File: src/rtl/sched_pkg.sv
package sched_pkg;
  localparam int GNT_W  = 4;
  localparam int GNT_RD = 0;
  localparam int GNT_WR = 1;
  localparam int GNT_RF = 2;
  localparam int GNT_SR = 3;

  typedef enum logic [1:0] {
    URG_NONE = 2'd0,
    URG_MAY  = 2'd1,
    URG_NEED = 2'd2,
    URG_MUST = 2'd3
  } urg_e;

  typedef struct packed {
    logic boostRd;
    logic boostWr;
  } agingCtl_t;
endpackage

File: src/rtl/sched_aging_ctrl.sv
module sched_aging_ctrl
  import sched_pkg::*;
#(
  parameter int CNT_W = 8
) (
  input  logic             clk,
  input  logic             rstN,
  input  logic             selRd,
  input  logic             selWr,
  input  logic             oldestIsWr,
  input  logic [CNT_W-1:0] agingLimit,
  output agingCtl_t        ctl
);
  localparam logic [CNT_W-1:0] CNT_MAX = {CNT_W{1'b1}};

  logic [CNT_W-1:0] xferCnt;
  logic             oldestServed;
  logic             boostOn;

  assign oldestServed = (selRd && !oldestIsWr) || (selWr && oldestIsWr);
  assign boostOn      = (agingLimit != '0) && (xferCnt >= agingLimit);

  always_ff @(posedge clk) begin
    if (!rstN) begin
      xferCnt <= '0;
    end else if (oldestServed) begin
      xferCnt <= '0;
    end else if ((selRd || selWr) && xferCnt != CNT_MAX) begin
      xferCnt <= xferCnt + 1'b1;
    end
  end

  always_comb begin
    ctl.boostRd = boostOn && !oldestIsWr;
    ctl.boostWr = boostOn && oldestIsWr;
  end

  // serving the oldest command empties the count
  a_r7_clear_on_oldest: assert property (@(posedge clk) disable iff (!rstN)
    oldestServed |=> (xferCnt == '0));

  // count moves only on a transfer
  a_r6_count_still: assert property (@(posedge clk) disable iff (!rstN)
    !(selRd || selWr) |=> $stable(xferCnt));

  // zero limit never promotes
  a_r8_no_boost: assert property (@(posedge clk) disable iff (!rstN)
    (agingLimit == '0) |-> !(ctl.boostRd || ctl.boostWr));
endmodule

File: src/rtl/sched_select_dp.sv
module sched_select_dp
  import sched_pkg::*;
(
  input  logic             clk,
  input  logic             rstN,
  input  logic             rdReq,
  input  logic             wrReq,
  input  logic             wrHazard,
  input  logic             rdFifoFull,
  input  logic [1:0]       refUrg,
  input  logic             srReq,
  input  agingCtl_t        ctl,
  output logic             selRd,
  output logic             selWr,
  output logic [GNT_W-1:0] gnt,
  output logic             gntValid
);
  urg_e             urg;
  logic             wrFirst;
  logic [GNT_W-1:0] nextGnt;

  assign urg     = urg_e'(refUrg);
  assign wrFirst = rdReq && wrReq && (wrHazard || rdFifoFull);

  always_comb begin
    nextGnt = '0;
    if (urg == URG_MUST)             nextGnt[GNT_RF] = 1'b1;
    else if (ctl.boostRd && rdReq)   nextGnt[GNT_RD] = 1'b1;
    else if (ctl.boostWr && wrReq)   nextGnt[GNT_WR] = 1'b1;
    else if (rdReq && !wrFirst)      nextGnt[GNT_RD] = 1'b1;
    else if (wrFirst)                nextGnt[GNT_WR] = 1'b1;
    else if (urg == URG_NEED)        nextGnt[GNT_RF] = 1'b1;
    else if (wrReq)                  nextGnt[GNT_WR] = 1'b1;
    else if (urg == URG_MAY)         nextGnt[GNT_RF] = 1'b1;
    else if (srReq)                  nextGnt[GNT_SR] = 1'b1;
  end

  assign selRd = nextGnt[GNT_RD];
  assign selWr = nextGnt[GNT_WR];

  always_ff @(posedge clk) begin
    if (!rstN) begin
      gnt      <= '0;
      gntValid <= 1'b0;
    end else begin
      gnt      <= nextGnt;
      gntValid <= (nextGnt != '0);
    end
  end

  // never two grants at once
  a_r9_onehot: assert property (@(posedge clk) disable iff (!rstN)
    $onehot0(gnt));

  // strobe matches the grant vector
  a_r9_strobe: assert property (@(posedge clk) disable iff (!rstN)
    gntValid == (gnt != '0));

  // idle request set gives an empty grant
  a_r9_idle: assert property (@(posedge clk) disable iff (!rstN)
    (!rdReq && !wrReq && !srReq && refUrg == 2'd0) |=> (gnt == '0));

  // must-level refresh always wins
  a_r2_must_first: assert property (@(posedge clk) disable iff (!rstN)
    (refUrg == 2'd3) |=> gnt[GNT_RF]);

  // no refresh without urgency
  a_r10_no_urg: assert property (@(posedge clk) disable iff (!rstN)
    (refUrg == 2'd0) |=> !gnt[GNT_RF]);
endmodule

File: src/rtl/mem_cmd_sched.sv
module mem_cmd_sched
  import sched_pkg::*;
#(
  parameter int CNT_W = 8
) (
  input  logic             clk,
  input  logic             rstN,
  input  logic             rdReq,
  input  logic             wrReq,
  input  logic             wrHazard,
  input  logic             rdFifoFull,
  input  logic             oldestIsWr,
  input  logic [1:0]       refUrg,
  input  logic             srReq,
  input  logic [CNT_W-1:0] agingLimit,
  output logic [3:0]       gnt,
  output logic             gntValid
);
  agingCtl_t ctl;
  logic      selRd;
  logic      selWr;

  sched_aging_ctrl #(.CNT_W(CNT_W)) ctrl_i (
    .clk        (clk),
    .rstN       (rstN),
    .selRd      (selRd),
    .selWr      (selWr),
    .oldestIsWr (oldestIsWr),
    .agingLimit (agingLimit),
    .ctl        (ctl)
  );

  sched_select_dp dp_i (
    .clk        (clk),
    .rstN       (rstN),
    .rdReq      (rdReq),
    .wrReq      (wrReq),
    .wrHazard   (wrHazard),
    .rdFifoFull (rdFifoFull),
    .refUrg     (refUrg),
    .srReq      (srReq),
    .ctl        (ctl),
    .selRd      (selRd),
    .selWr      (selWr),
    .gnt        (gnt),
    .gntValid   (gntValid)
  );
endmodule

File: config.mk
export PLATFORM = sky130hd
export DESIGN_NAME = mem_cmd_sched
export DESIGN_NICKNAME = d
export VERILOG_FILES = /design/src/rtl/sched_pkg.sv /design/src/rtl/sched_aging_ctrl.sv /design/src/rtl/sched_select_dp.sv /design/src/rtl/mem_cmd_sched.sv
export SDC_FILE = /design/constraint.sdc
export NUM_CORES = 1
export LEC_CHECK = 0
export ABC_AREA = 1
export BUFFER_PORTS_ARGS = -buffer_cell sky130_fd_sc_hd__buf_2
export CAP_MARGIN = 20
export CORE_MARGIN = 8
export CORE_UTILIZATION = 59
export CTS_BUF_LIST = sky130_fd_sc_hd__clkbuf_8
export DETAILED_ROUTE_END_ITERATION = 10
export GPL_TIMING_DRIVEN = 0
export PLACE_DENSITY = 0.86
export SETUP_SLACK_MARGIN = 0.2
export SLEW_MARGIN = 20
export SYNTH_ARGS = -nofsm -noshare
export SYNTH_HDL_FRONTEND = slang
export SYNTH_SLANG_ARGS = --single-unit
export TNS_END_PERCENT = 20
File: constraint.sdc
create_clock -name clk -period 5.9 [get_ports clk]
set_clock_uncertainty 0.2 [all_clocks]
set_input_delay 0.295 -clock clk [delete_from_list [all_inputs] [get_ports clk]]
set_output_delay 0.295 -clock clk [all_outputs]
set_load 0.02 [all_outputs]
==> out/metrics.csv <==
stage,metric,value,unit
run_status,status,finished clean,
yosys,register area share after synthesis,0.260,
critical_path,CP max-delay cell,dfxtp_1,
clock_network,post-CTS resize count,0,
critical_path,Top delay family on crit path,simple AND/OR/NAND/NOR gates,
layout,design area,0.00118,mm^2
power_and_ir_drop,Pwr Total,0.000213,W
yosys,post-synth net total,171,
global_route,vias in the first global route,980,
critical_path,worst path cell trace,"ha_1, a21o_1, nor2_1, nand3_2, nand3_2, nand2_2, buf_6, nand2_2, nand2_2, o21ai_1, inv_1",
floorplanning,DIE WIDTH,57.2,um
layout,# nets final,198,
drt,Iter 0 DRT Violations,8,
power_and_ir_drop,Worst VDD drop,0.214,mV
sta,final worst path period need,2.09,ns
floorplanning,chip height,57.2,um
layout,fraction of layout cells with a size suffix above 1,0.247,
layout,Area Overhead vs Synth,17.7,%
power_and_ir_drop,P_int,0.000154,W
critical_path,CP required,5.84,ns
yosys,Post-Syn Area,0.00100,mm^2
drt,Remaining DRCs,0,
drt,DR vias,960,
power_and_ir_drop,part of the power in combinational logic,0.188,
critical_path,crit-path max FO,10,
placement,Inst Count DP,183,
clock_network,Num CTS Buffers,3,
clock_network,Clock Tree Buf Depth,2,
sta,Rel. slew slack,0.821,
drt,drt first pass iters,4,
global_route,first-pass GRT wire length,3730,um
sta,Slew @ Worst Pin,0.266,ns
placement,dpl cell area,0.00113,mm^2
global_route,GR Overflow Total,0,
floorplanning,die area,0.00327,mm^2
clock_network,Setup Buffers After CTS,0,
layout,"commonest non-fill, non-tap cell in the layout",nand2_1,
power_and_ir_drop,Switching Share,0.279,
clock_network,root buf cell,clkbuf_8,
sta,"Slew Viols, Final",0,
global_route,antenna violations before repair,0,
yosys,Syn Inst Count,144,
yosys,Mean Syn Cell Area,6.96,um^2
critical_path,Worst setup SP type,flop,
critical_path,Crit path top cell by count,nand2_2,
power_and_ir_drop,Clk network pwr share,0.378,
clock_network,Sink Count,13,
floorplanning,Core ar.,0.00165,mm^2
drt,DRT Wirelength,2180,um
clock_network,hold buffers post-CTS,0,
critical_path,crit path capture type,flop,
critical_path,CP max stage delay,0.44,ns
global_route,GRT Total Usage,0.136,
global_route,largest net degree at the start of global routing,11,
clock_network,Clock transition at path regs,0.06,ns
placement,IO buf count,22,
sta,f_max,479,MHz
power_and_ir_drop,Flop pwr share,0.434,
critical_path,CP Data Arrival Time,2.03,ns
layout,Non-Filler Instances,187,
power_and_ir_drop,Pleak,0.662,nW
clock_network,later-pin clock latency in the skew report,0.24,ns
drt,vias per cell,5.13,
sta,fin crit share,0.354,
floorplanning,Starting Density,0.607,
drt,mean routed wirelength per cell,11.7,um
power_and_ir_drop,P_sw,0.0000594,W
floorplanning,Rows,15,
clock_network,TritonCTS clock tree,yes,
drt,number of routed nets with antenna violations,0,
sta,setup violators final,0,
layout,"commonest cells after routing, fill and taps aside","33 x nand2_1, 26 x inv_1, 22 x buf_2, 17 x nor2_1, 13 x dfxtp_1",
sta,setup repair after global routing missed its margin,no,
min_path,Hold WC Path Type,input pin to flop,
layout,ant diodes,0,
floorplanning,Ports,23,
placement,routability cong.,0.857,
sta,setup TNS,0,ns
critical_path,critical path class,flop to flop,
run,Max-Cap Viols,0,
clock_network,H-tree depth,1,
sta,"Hold Vio Cnt, Final",0,
critical_path,CP bufs+invs,2,
yosys,Synth Warn #,0,
placement,HPWL after DPL,1840,um
yosys,count of distinct cell types in the synthesized netlist,23,
yosys,Synth Register Bits,13,
power_and_ir_drop,PwrDens,181,mW/mm^2
==> worst reg2reg max path, stage by stage, from the launching register on <==
cell and delay (ns):
dfxtp_1 0.44, ha_1 0.31, a21o_1 0.19, nor2_1 0.14
nand3_2 0.11, nand3_2 0.09, nand2_2 0.07, buf_6 0.14
nand2_2 0.08, nand2_2 0.06, o21ai_1 0.11, inv_1 0.04
==> state kept, by name, indices dropped and copies added, names as in the netlist <==
name and cells:
dp_i.gntValid 1, dp_i.gnt 4, ctrl_i.xferCnt 8
==> power groups by stage <==
stage,registers [W],logic [W],clock network (W)
floorplan,0.0000965,0.0000241,0
global placement,0.0000943,0.0000387,0
detailed placement,0.0000944,0.0000403,0
CTS,0.0000925,0.0000405,0.0000819
global route,0.0000930,0.0000454,0.0000859
finish,0.0000925,0.0000401,0.0000805
==> logic make-up (layout without fill, tap and decap cells) <==
group	after synthesis	in the layout	share of synthesized area
fa+ha+maj	9	9	0.112
buf+inv	28	54	0.120
flops	13	13	0.260
xor+xnor	4	4	0.0350
compound gates	9	9	0.0549
simple gates	81	81	0.418
==> synth_stat cells <==
library cell / number / area [um^2]
ha_1: 9 / 113
nor3b_2: 1 / 12.5
a21o_1: 1 / 7.51
inv_1: 26 / 97.6
nor2_1: 17 / 63.8
nand4_2: 1 / 12.5
buf_6: 2 / 22.5
dfxtp_1: 13 / 260
nor3b_1: 1 / 7.51
nor2_4: 2 / 22.5
nand2_1: 33 / 124
o21ai_1: 2 / 10.0
a31oi_1: 2 / 12.5
nand3_2: 6 / 60.1
o211a_1: 1 / 10.0
xnor2_1: 1 / 8.76
a21oi_1: 3 / 15.0
nor4_1: 2 / 12.5
nand3_1: 6 / 30.0
nand2_2: 4 / 25.0
nor3_1: 1 / 5.00
nand4_1: 7 / 43.8
xor2_1: 3 / 26.3
==> stage by stage <==
step	utilization	setup WS [ns]	hold WS, ns
after floorplan	-	4.01	0.199
after detailed placement	0.686	3.79	0.312
final	0.714	3.81	0.0603
after global placement	0.686	3.84	0.304
after global routing	0.714	3.63	0.109
after CTS	0.714	3.79	0.0585
==> path summary, 6_finish.rpt <==
| check | from | to | slack (ns) | depth (start not counted) |
|---|---|---|---|---|
| hold reg to reg | ctrl_i.xferCnt[1]$_SDFFE_PP0P_ | ctrl_i.xferCnt[1]$_SDFFE_PP0P_ | 0.38 | 4 |
| setup reg to reg | ctrl_i.xferCnt[7]$_SDFFE_PP0P_ | dp_i.gntValid$_SDFF_PN0_ | 3.81 | 11 |
| hold / removal | srReq | dp_i.gntValid$_SDFF_PN0_ | 0.06 | 3 |
| setup / recovery | ctrl_i.xferCnt[7]$_SDFFE_PP0P_ | dp_i.gntValid$_SDFF_PN0_ | 3.81 | 11 |
==> layout make-up <==
| cell class | instances | area, um^2 |
|---|---|---|
| sequential | 13 | 260 |
| multi-input combinational | 103 | 622 |
| tap | 17 | 21.3 |
| timing repair buffer | 22 | 110 |
| clock inverter | 1 | 5.00 |
| inverter | 26 | 97.6 |
| fill | 127 | 472 |
| buffer | 2 | 22.5 |
| clock buffer | 3 | 41.3 |
==> layer usage <==
layer / wire, um / up-vias / GRT usage / part of all wire
li1: - / 519 / - / -
met1: 926 / 420 / 0.141 / 0.42
met2: 1170 / 21 / 0.254 / 0.53
met3: 90 / 0 / 0.0466 / 0.041
met4: 0 / 0 / 0.0268 / 0
met5: 0 / - / 0 / 0
No activity file was read; power rests on OpenSTA's default activity.
